<file path="src/rtl/sfb_pkg.sv">
package sfb_pkg;
   typedef enum logic [1:0] {
      COV_NONE = 2'b00,
      COV_PART = 2'b01,
      COV_FULL = 2'b10
   } cov_e;
endpackage

</file>
<file path="src/rtl/sfb_cover.sv">
module sfb_cover
   import sfb_pkg::*;
#(
   parameter int ADDR_W = 16,
   parameter int SIZE_W = 4
) (
   input  logic [ADDR_W-1:0] ld_addr,
   input  logic [SIZE_W-1:0] ld_size,
   input  logic [ADDR_W-1:0] st_addr,
   input  logic [SIZE_W-1:0] st_size,
   output cov_e              cov
);
   localparam int AW1 = ADDR_W + 1;

   logic [AW1-1:0] ld_lo, ld_hi, st_lo, st_hi;

   always_comb begin
      ld_lo = {1'b0, ld_addr};
      st_lo = {1'b0, st_addr};
      ld_hi = ld_lo + AW1'(ld_size);
      st_hi = st_lo + AW1'(st_size);
      if (ld_lo >= st_hi || ld_hi <= st_lo)
         cov = COV_NONE;
      else if (st_lo <= ld_lo && st_hi >= ld_hi)
         cov = COV_FULL;
      else
         cov = COV_PART;
   end
endmodule

</file>
<file path="src/rtl/sfb_issue.sv">
module sfb_issue #(
   parameter int SLOTS = 4,
   parameter int LANES = 2,
   parameter int PTR_W = 2,
   parameter int CNT_W = 3
) (
   input  logic                   clk,
   input  logic                   rst_n,
   input  logic [PTR_W-1:0]       head,
   input  logic [CNT_W-1:0]       count,
   input  logic [CNT_W-1:0]       iss_off,
   input  logic [SLOTS-1:0]       ent_bar,
   input  logic                   mem_ready,
   input  logic                   retry_wait,
   input  logic [LANES-1:0]       nack,
   output logic [LANES-1:0]       lane_valid,
   output logic [LANES*PTR_W-1:0] lane_slot,
   output logic [CNT_W-1:0]       n_acc,
   output logic                   refused
);
   always_comb begin
      logic chain;
      logic acc_chain;
      chain      = mem_ready & ~retry_wait;
      acc_chain  = 1'b1;
      n_acc      = '0;
      refused    = 1'b0;
      lane_valid = '0;
      lane_slot  = '0;
      for (int j = 0; j < LANES; j++) begin
         logic [PTR_W-1:0] pos;
         int               off;
         logic             ok;
         off = int'(iss_off) + j;
         pos = head + PTR_W'(off);
         ok  = chain && (off < int'(count)) && !ent_bar[pos];
         lane_valid[j]                 = ok;
         lane_slot[j*PTR_W +: PTR_W]   = pos;
         chain     = ok;
         acc_chain = acc_chain & ok & ~nack[j];
         if (acc_chain) n_acc = n_acc + CNT_W'(1);
         if (ok && nack[j]) refused = 1'b1;
      end
   end

   // nothing is offered while the port cannot accept
   assert_no_issue_unready_R7: assert property (@(posedge clk) disable iff (!rst_n)
      !mem_ready |-> lane_valid == '0);

   // lanes fill from lane 0 upward without gaps
   generate
      for (genvar j = 1; j < LANES; j++) begin : g_chk
         assert_lane_order_R7: assert property (@(posedge clk) disable iff (!rst_n)
            lane_valid[j] |-> lane_valid[j-1]);
      end
   endgenerate
endmodule

</file>
<file path="src/rtl/stq_fwd_buffer.sv">
module stq_fwd_buffer
   import sfb_pkg::*;
#(
   parameter int SLOTS      = 4,
   parameter int ADDR_W     = 16,
   parameter int DATA_BYTES = 8,
   parameter int TID_W      = 2,
   parameter int LANES      = 2,
   localparam int PTR_W     = $clog2(SLOTS),
   localparam int CNT_W     = $clog2(SLOTS + 1),
   localparam int SIZE_W    = $clog2(DATA_BYTES + 1),
   localparam int DW        = DATA_BYTES * 8
) (
   input  logic                    clk,
   input  logic                    rst_n,
   input  logic                    ins_valid,
   input  logic                    ins_barrier,
   input  logic                    ins_cmo,
   input  logic [TID_W-1:0]        ins_tid,
   input  logic [ADDR_W-1:0]       ins_addr,
   input  logic [SIZE_W-1:0]       ins_size,
   input  logic [DW-1:0]           ins_data,
   output logic                    ins_ready,
   input  logic                    mem_ready,
   input  logic [LANES-1:0]        mem_nack,
   input  logic                    mem_retry,
   input  logic                    mem_ack,
   input  logic [PTR_W-1:0]        mem_ack_slot,
   output logic [LANES-1:0]        iss_valid,
   output logic [LANES*ADDR_W-1:0] iss_addr,
   output logic [LANES*SIZE_W-1:0] iss_size,
   output logic [LANES*DW-1:0]     iss_data,
   output logic [LANES*PTR_W-1:0]  iss_slot,
   input  logic                    lk_valid,
   input  logic [TID_W-1:0]        lk_tid,
   input  logic [ADDR_W-1:0]       lk_addr,
   input  logic [SIZE_W-1:0]       lk_size,
   output logic                    lk_done,
   output logic [1:0]              lk_cover,
   output logic [PTR_W-1:0]        lk_slot,
   output logic [DW-1:0]           lk_data,
   output logic                    bar_clr,
   output logic [CNT_W-1:0]        unissued
);
   localparam int OFF_W = $clog2(DATA_BYTES);

   generate
      if (SLOTS < 2 || (1 << PTR_W) != SLOTS) begin : g_bad_slots
         $error("SLOTS must be a power of two of at least 2");
      end
      if (LANES < 1 || LANES > SLOTS) begin : g_bad_lanes
         $error("LANES must lie in 1..SLOTS");
      end
      if (DATA_BYTES < 2) begin : g_bad_bytes
         $error("DATA_BYTES must be at least 2");
      end
   endgenerate

   logic [ADDR_W-1:0] ent_addr [SLOTS];
   logic [SIZE_W-1:0] ent_size [SLOTS];
   logic [DW-1:0]     ent_data [SLOTS];
   logic [TID_W-1:0]  ent_tid  [SLOTS];
   logic [SLOTS-1:0]  ent_bar, ent_cmo, ent_done;

   logic [PTR_W-1:0]  head;
   logic [CNT_W-1:0]  count, iss_off;
   logic              retry_wait;

   logic [PTR_W-1:0]  tail;
   logic              ins_fire, pop, pop_bar, pop_store;
   logic [CNT_W-1:0]  n_acc;
   logic              refused;
   logic [LANES*PTR_W-1:0] lane_slot;

   assign tail      = head + count[PTR_W-1:0];
   assign ins_ready = (count < CNT_W'(SLOTS));
   assign ins_fire  = ins_valid & ins_ready;
   assign pop       = (count != '0) && (ent_bar[head] || ent_done[head]);
   assign pop_bar   = pop & ent_bar[head];
   assign pop_store = pop & ~ent_bar[head];
   assign bar_clr   = pop_bar;

   // ---------------- issue lanes ----------------
   sfb_issue #(.SLOTS(SLOTS), .LANES(LANES), .PTR_W(PTR_W), .CNT_W(CNT_W)) i_issue (
      .clk(clk), .rst_n(rst_n), .head(head), .count(count), .iss_off(iss_off),
      .ent_bar(ent_bar), .mem_ready(mem_ready), .retry_wait(retry_wait),
      .nack(mem_nack), .lane_valid(iss_valid), .lane_slot(lane_slot),
      .n_acc(n_acc), .refused(refused));

   assign iss_slot = lane_slot;

   generate
      for (genvar j = 0; j < LANES; j++) begin : g_lane
         assign iss_addr[j*ADDR_W +: ADDR_W] = ent_addr[lane_slot[j*PTR_W +: PTR_W]];
         assign iss_size[j*SIZE_W +: SIZE_W] = ent_size[lane_slot[j*PTR_W +: PTR_W]];
         assign iss_data[j*DW +: DW]         = ent_data[lane_slot[j*PTR_W +: PTR_W]];
      end
   endgenerate

   // ---------------- storage ----------------
   always_ff @(posedge clk) begin
      if (ins_fire) begin
         ent_addr[tail] <= ins_addr;
         ent_size[tail] <= ins_size;
         ent_data[tail] <= ins_data;
         ent_tid[tail]  <= ins_tid;
      end
   end

   always_ff @(posedge clk or negedge rst_n) begin
      if (!rst_n) begin
         ent_bar    <= '0;
         ent_cmo    <= '0;
         ent_done   <= '0;
         head       <= '0;
         count      <= '0;
         iss_off    <= '0;
         unissued   <= '0;
         retry_wait <= 1'b0;
      end else begin
         if (ins_fire) begin
            ent_bar[tail]  <= ins_barrier;
            ent_cmo[tail]  <= ins_cmo;
            ent_done[tail] <= 1'b0;
         end
         if (mem_ack) ent_done[mem_ack_slot] <= 1'b1;
         if (pop) begin
            ent_done[head] <= 1'b0;
            head           <= head + PTR_W'(1);
         end
         count    <= count + CNT_W'(ins_fire) - CNT_W'(pop);
         iss_off  <= iss_off + n_acc - CNT_W'(pop_store);
         unissued <= unissued + CNT_W'(ins_fire) - n_acc - CNT_W'(pop_bar);
         if (refused)        retry_wait <= 1'b1;
         else if (mem_retry) retry_wait <= 1'b0;
      end
   end

   // ---------------- load lookup ----------------
   cov_e             slot_cov  [SLOTS];
   logic [SLOTS-1:0] slot_cand;

   generate
      for (genvar s = 0; s < SLOTS; s++) begin : g_slot
         sfb_cover #(.ADDR_W(ADDR_W), .SIZE_W(SIZE_W)) i_cov (
            .ld_addr(lk_addr), .ld_size(lk_size),
            .st_addr(ent_addr[s]), .st_size(ent_size[s]), .cov(slot_cov[s]));
         assign slot_cand[s] = ~ent_bar[s] & ~ent_cmo[s] & (ent_tid[s] == lk_tid);
      end
   endgenerate

   cov_e             sel_cov;
   logic [PTR_W-1:0] sel_slot;
   logic [DW-1:0]    fwd_data;

   always_comb begin
      sel_cov  = COV_NONE;
      sel_slot = '0;
      for (int k = 0; k < SLOTS; k++) begin
         logic [PTR_W-1:0] pos;
         pos = head + PTR_W'(k);
         if (k < int'(count) && slot_cand[pos] && slot_cov[pos] != COV_NONE) begin
            sel_cov  = slot_cov[pos];
            sel_slot = pos;
         end
      end
   end

   always_comb begin
      logic [OFF_W-1:0] off;
      logic [DW-1:0]    shifted;
      off      = OFF_W'(lk_addr - ent_addr[sel_slot]);
      shifted  = ent_data[sel_slot] >> {off, 3'b000};
      fwd_data = '0;
      for (int b = 0; b < DATA_BYTES; b++) begin
         if (b < int'(lk_size)) fwd_data[b*8 +: 8] = shifted[b*8 +: 8];
      end
      if (sel_cov != COV_FULL) fwd_data = '0;
   end

   always_ff @(posedge clk or negedge rst_n) begin
      if (!rst_n) begin
         lk_done  <= 1'b0;
         lk_cover <= COV_NONE;
         lk_slot  <= '0;
         lk_data  <= '0;
      end else begin
         lk_done <= lk_valid;
         if (lk_valid) begin
            lk_cover <= sel_cov;
            lk_slot  <= sel_slot;
            lk_data  <= fwd_data;
         end
      end
   end

   // ---------------- assertions ----------------
   assert_no_overflow_R2: assert property (@(posedge clk) disable iff (!rst_n)
      count <= CNT_W'(SLOTS));

   assert_retry_blocks_R8: assert property (@(posedge clk) disable iff (!rst_n)
      retry_wait |-> iss_valid == '0);

   assert_unissued_bound_R10: assert property (@(posedge clk) disable iff (!rst_n)
      unissued <= count);

   assert_barrier_head_R9: assert property (@(posedge clk) disable iff (!rst_n)
      bar_clr |-> !iss_valid[0]);

   assert_cover_code_R3: assert property (@(posedge clk) disable iff (!rst_n)
      lk_done |-> lk_cover != 2'b11);
endmodule

</file>
<file path="config.mk">
export PLATFORM = sky130hd
export DESIGN_NAME = stq_fwd_buffer
export DESIGN_NICKNAME = d
export VERILOG_FILES = /design/src/rtl/sfb_pkg.sv /design/src/rtl/sfb_cover.sv /design/src/rtl/sfb_issue.sv /design/src/rtl/stq_fwd_buffer.sv
export SDC_FILE = /design/constraint.sdc
export NUM_CORES = 1
export LEC_CHECK = 0
export BUFFER_PORTS_ARGS = -buffer_cell sky130_fd_sc_hd__buf_2
export CAP_MARGIN = 40
export CELL_PAD_IN_SITES_DETAIL_PLACEMENT = 1
export CELL_PAD_IN_SITES_GLOBAL_PLACEMENT = 1
export CORE_MARGIN = 2
export CORE_UTILIZATION = 45
export CTS_BUF_LIST = sky130_fd_sc_hd__clkbuf_8
export DETAILED_ROUTE_END_ITERATION = 8
export GPL_TIMING_DRIVEN = 0
export MAX_ROUTING_LAYER = met4
export PLACE_DENSITY_LB_ADDON = 0.1
export REMOVE_ABC_BUFFERS = 1
export SLEW_MARGIN = 0
export SYNTH_ARGS = -nofsm -noshare
export SYNTH_HDL_FRONTEND = slang
export SYNTH_SLANG_ARGS = --single-unit
</file>
<file path="constraint.sdc">
create_clock -name clk -period 6.9 [get_ports clk]
set_input_delay 1.38 -clock clk [delete_from_list [all_inputs] [get_ports clk]]
set_output_delay 1.38 -clock clk [all_outputs]
set_load 0.005 [all_outputs]
</file>
==> results.md <==
| Item | Reported |
|:---|:---|
| CTS sink cnt | 437 |
| Seq. cell area | 0.01266 mm2 |
| Gate count after technology mapping | 2456 |
| Slack of the worst reg-to-reg path | -410 ps |
| Total routing usage reported by global routing | 33.73% |
| Wire length of the first global-routing pass | 171200 um |
| Post-route clock period utilization | 106.8% |
| NumNets Final | 3387 |
| Number of storage elements in the synthesis netlist | 437 |
| Final GP Congestion | 0.9704 |
| Worst Setup Slack post-DPL | -3806 ps |
| Pins over their slew limit | 0 |
| Netlist Area Pre-Place | 0.03129 mm2 |
| Iteration-0 DRC count of the detailed router | 1941 |
| Final ANT Viol Nets | 0 |
| TritonCTS clock tree | yes |
| Post-synthesis to final-layout area growth | 24.03% |
| Number of violations of the max-capacitance limit | 0 |
| Starting density of the core | 45.54% |
| CP Capture Type | flip-flop |
| Number of filler instances in the final layout | 6953 |
| Routing usage on met1 | 40.17% |
| Crit path kind | primary input to flip-flop |
| Critical-path maximum fanout | 11 |
| Half-perimeter wire length after detailed placement | 87720 um |
| Remaining design rule violation count | 0 |
| Hold Path Depth | 1 |
| Count of non-filler cells in the finished layout | 3977 |
| Met3 Resource Use GR | 7.604% |
| Vias in the first global route | 26060 |
| Failing checks | setup timing |
| Worst setup slack after layout | -471.9 ps |
| Bufs on Longest Clock Path | 3 |
| Largest net degree at the start of global routing | 59 |
| Avg WL per Cell | 29.91 um |
| Unrepaired setup endpoints after global routing | yes |
| Share of synthesized registers carrying an async set or reset | 21.28% |
| Buffers & Inverters on Critical Path | 6 |
| Total clock buffers created by CTS | 79 |
| Drt pass-1 iters | 7 |
| Root Buffer | sky130_fd_sc_hd__clkbuf_8 |
| Via density per instance | 6.216 |
| Startpoint of the lowest-slack hold path | lk_cover[1] |
| Max transition margin | 37.15% |
| DIE HEIGHT | 267.7 um |
| Vias after detailed routing | 24720 |
| Skew-Pair Late Insertion Delay | 710 ps |
| Die extent in x | 267.7 um |
| CTS HTree Levels | 3 |
| Final core utilization | 56.48% |
| Dominant register cell in the synthesized netlist | sky130_fd_sc_hd__edfxtp_1 |
| Number of enable flip-flop cells after synthesis | 344 |
| Final worst clock skew | 37.49 ps |
| Sequential element share of the synthesized area | 40.45% |
| Pwr/cell area | 618.3 mW/mm2 |
| Setup-violating endpoint count in the final report | 64 |
| Placeable core region | 0.06871 mm2 |
| Grt met2 use | 56.22% |
| Area of the multi-input gates | 0.01856 mm2 |
| Number of hold buffers added after CTS | 0 |
| VDD IR max | 0.4264 mV |
| Classification of the worst-slack hold path | flip-flop to flip-flop |
| Worst hold margin | 483.1 ps |
| R2R cell count | 32 |
| Slowest library cell on the worst path | sky130_fd_sc_hd__fa_2 |
| Total congestion overflow after global routing | 0 |
| Reg-to-Reg Start | ent_addr[1][0] |
| Status | finished, violations left |
| Overall routed net length | 119000 um |
| Synth warnings | 0 |
| Routing layer with the top usage in global route | met2 |
| Required time of the worst setup path | 7480 ps |
| Number of distinct library cells after synthesis | 101 |
| Terminus of the critical flop-to-flop path | lk_data[7] |
| CP Data Arrival Time | 7950 ps |
| Core Rows | 96 |
| Final min period | 7372 ps |
| Mean area per synthesized cell | 12.74 um2 |
| Design Area, Final | 0.03880 mm2 |
| IO Pins | 369 |
| Placed instance area | 0.03493 mm2 |
| Die Footprint | 0.07165 mm2 |
| Cell Count Post-Placement | 3711 |
| Number of buffers added on ports | 368 |
| Startpoint type of the worst setup path | primary input |
| Worst stage delay on the critical path | 380 ps |
| Cell family with most CP delay | compound AO/OA/AOI/OAI gates |
| Actual transition at the worst max-transition pin | 942.8 ps |
| Antenna violations before repair | 12 |
| Clk pin slew, worst setup/hold paths | 60 ps |
| WHS Endpoint | lk_cover[1] |
| Sum of negative setup slack | -21140 ps |
| Power Total | 23.99 mW |
| Proportion of layout cells with a drive suffix above 1 | 35.28% |
| Max Freq | 135.7 MHz |
| Leak pwr | 16.20 nW |
| Final hold violation count | 0 |
## worst max-delay path by stage
stage / from / to / slack, ps / cells past startpoint
2_1_floorplan: lk_addr[0] / lk_data[7] / -8060 / 23
3_3_place_gp: lk_addr[0] / lk_data[7] / -14330 / 24
3_5_place_dp: lk_addr[0] / lk_data[57] / -3810 / 29
4_1_cts: lk_addr[9] / lk_data[7] / -450 / 30
5_1_grt: lk_addr[9] / lk_data[7] / -600 / 29
6_report: lk_addr[0] / lk_data[7] / -470 / 32
## area by class of cell
cell class | count | share of cell area [%]
Inverter | 206 | 2.070
Timing Repair inverter | 2 | 0.06449
Sequential cell | 437 | 32.62
Clock buffer | 90 | 3.192
Multi-Input combinational cell | 1707 | 47.84
Timing Repair Buffer | 536 | 10.16
Clock inverter | 55 | 0.9705
Tap cell | 931 | 3.002
Antenna cell | 13 | 0.08383
## placed cells by master, fill, tap and decap left out, types with 11 or more instances in the layout
| cell type | instances |
|---|---|
| sky130_fd_sc_hd__inv_1 | 219 |
| sky130_fd_sc_hd__ha_1 | 272 |
| sky130_fd_sc_hd__buf_12 | 19 |
| sky130_fd_sc_hd__buf_2 | 360 |
| sky130_fd_sc_hd__ha_4 | 13 |
| sky130_fd_sc_hd__clkbuf_8 | 90 |
| sky130_fd_sc_hd__a21oi_1 | 74 |
| sky130_fd_sc_hd__o211ai_1 | 13 |
| sky130_fd_sc_hd__buf_6 | 30 |
| sky130_fd_sc_hd__buf_16 | 15 |
| sky130_fd_sc_hd__a21o_1 | 57 |
| sky130_fd_sc_hd__and3_1 | 27 |
| sky130_fd_sc_hd__xnor2_2 | 13 |
| sky130_fd_sc_hd__mux2i_1 | 196 |
| sky130_fd_sc_hd__diode_2 | 13 |
| sky130_fd_sc_hd__nor2_1 | 67 |
| sky130_fd_sc_hd__o2bb2ai_1 | 24 |
| sky130_fd_sc_hd__buf_4 | 89 |
| sky130_fd_sc_hd__a31oi_1 | 12 |
| sky130_fd_sc_hd__xor2_1 | 19 |
| sky130_fd_sc_hd__mux4_2 | 208 |
| sky130_fd_sc_hd__nor2_4 | 15 |
| sky130_fd_sc_hd__nand2_1 | 91 |
| sky130_fd_sc_hd__a211oi_1 | 14 |
| sky130_fd_sc_hd__nor3_1 | 14 |
| sky130_fd_sc_hd__o21ai_0 | 39 |
| sky130_fd_sc_hd__edfxtp_1 | 344 |
| sky130_fd_sc_hd__nor2b_1 | 27 |
| sky130_fd_sc_hd__nand4_1 | 46 |
| sky130_fd_sc_hd__a22o_1 | 16 |
| sky130_fd_sc_hd__a221o_1 | 12 |
| sky130_fd_sc_hd__buf_8 | 17 |
| sky130_fd_sc_hd__o2111ai_1 | 11 |
| sky130_fd_sc_hd__dfrtp_1 | 93 |
| sky130_fd_sc_hd__nand3_1 | 55 |
| sky130_fd_sc_hd__o21a_1 | 16 |
| sky130_fd_sc_hd__mux2_2 | 21 |
| sky130_fd_sc_hd__xnor2_1 | 64 |
## flip-flops by register name, summed over array words and instances (netlist names), 4 cells and up
name and count:
ent_data 256, ent_cmo 4, ent_done 4, ent_size 16
ent_tid 8, ent_addr 64, ent_bar 4, lk_data 64
## metal layers
layer	part of all wire (%)	vias to the layer above	wire [um]
met4	3.6	0	4342
met1	40	12910	47070
met5	0	-	0
met2	50	842	59610
met3	6.7	235	7945
li1	-	10730	-
## logic make-up after synthesis
kind of cell / synth area share (%)
XOR/XNOR: 3.167
AND/OR/NAND/NOR: 7.014
AO/OA/AOI/OAI: 10.42
multiplexers: 22.50
adder cells (fa/ha/maj): 12.25
flip-flops: 40.45
buffers and inverters: 4.195
## report_power, final
part           switching (mW)  internal (mW)
Sequential              0.632           3.66
Clock                    1.20           1.33
Combinational            9.02           8.15
## synthesized netlist by cell type, types with 22 or more instances
master,instances,share of area (%)
sky130_fd_sc_hd__edfxtp_1,344,33
sky130_fd_sc_hd__ha_1,287,11
sky130_fd_sc_hd__mux2i_1,208,6.7
sky130_fd_sc_hd__mux4_2,208,15
sky130_fd_sc_hd__inv_1,202,2.4
sky130_fd_sc_hd__nand2_1,95,1.1
sky130_fd_sc_hd__dfrtp_1,93,7.4
sky130_fd_sc_hd__a21oi_1,86,1.4
sky130_fd_sc_hd__nor2_1,84,1.0
sky130_fd_sc_hd__xnor2_1,80,2.2
sky130_fd_sc_hd__nand3_1,59,0.94
sky130_fd_sc_hd__a21o_1,57,1.4
sky130_fd_sc_hd__clkbuf_1,50,0.60
sky130_fd_sc_hd__nand4_1,46,0.92
sky130_fd_sc_hd__o21ai_0,42,0.67
sky130_fd_sc_hd__o2bb2ai_1,33,0.92
sky130_fd_sc_hd__and3_1,29,0.58
sky130_fd_sc_hd__nor2b_1,27,0.54
sky130_fd_sc_hd__buf_1,23,0.28
sky130_fd_sc_hd__mux2_2,22,0.79
## repair_timing
action | CTS | global route
buffers inserted | 56 | 50
pin swaps | 38 | 67
endpoints found under the setup margin | 67 | 64
resized for setup | 132 | 127
cloned | 5 | 1
Note: power is estimated with default switching activity, not from simulation.
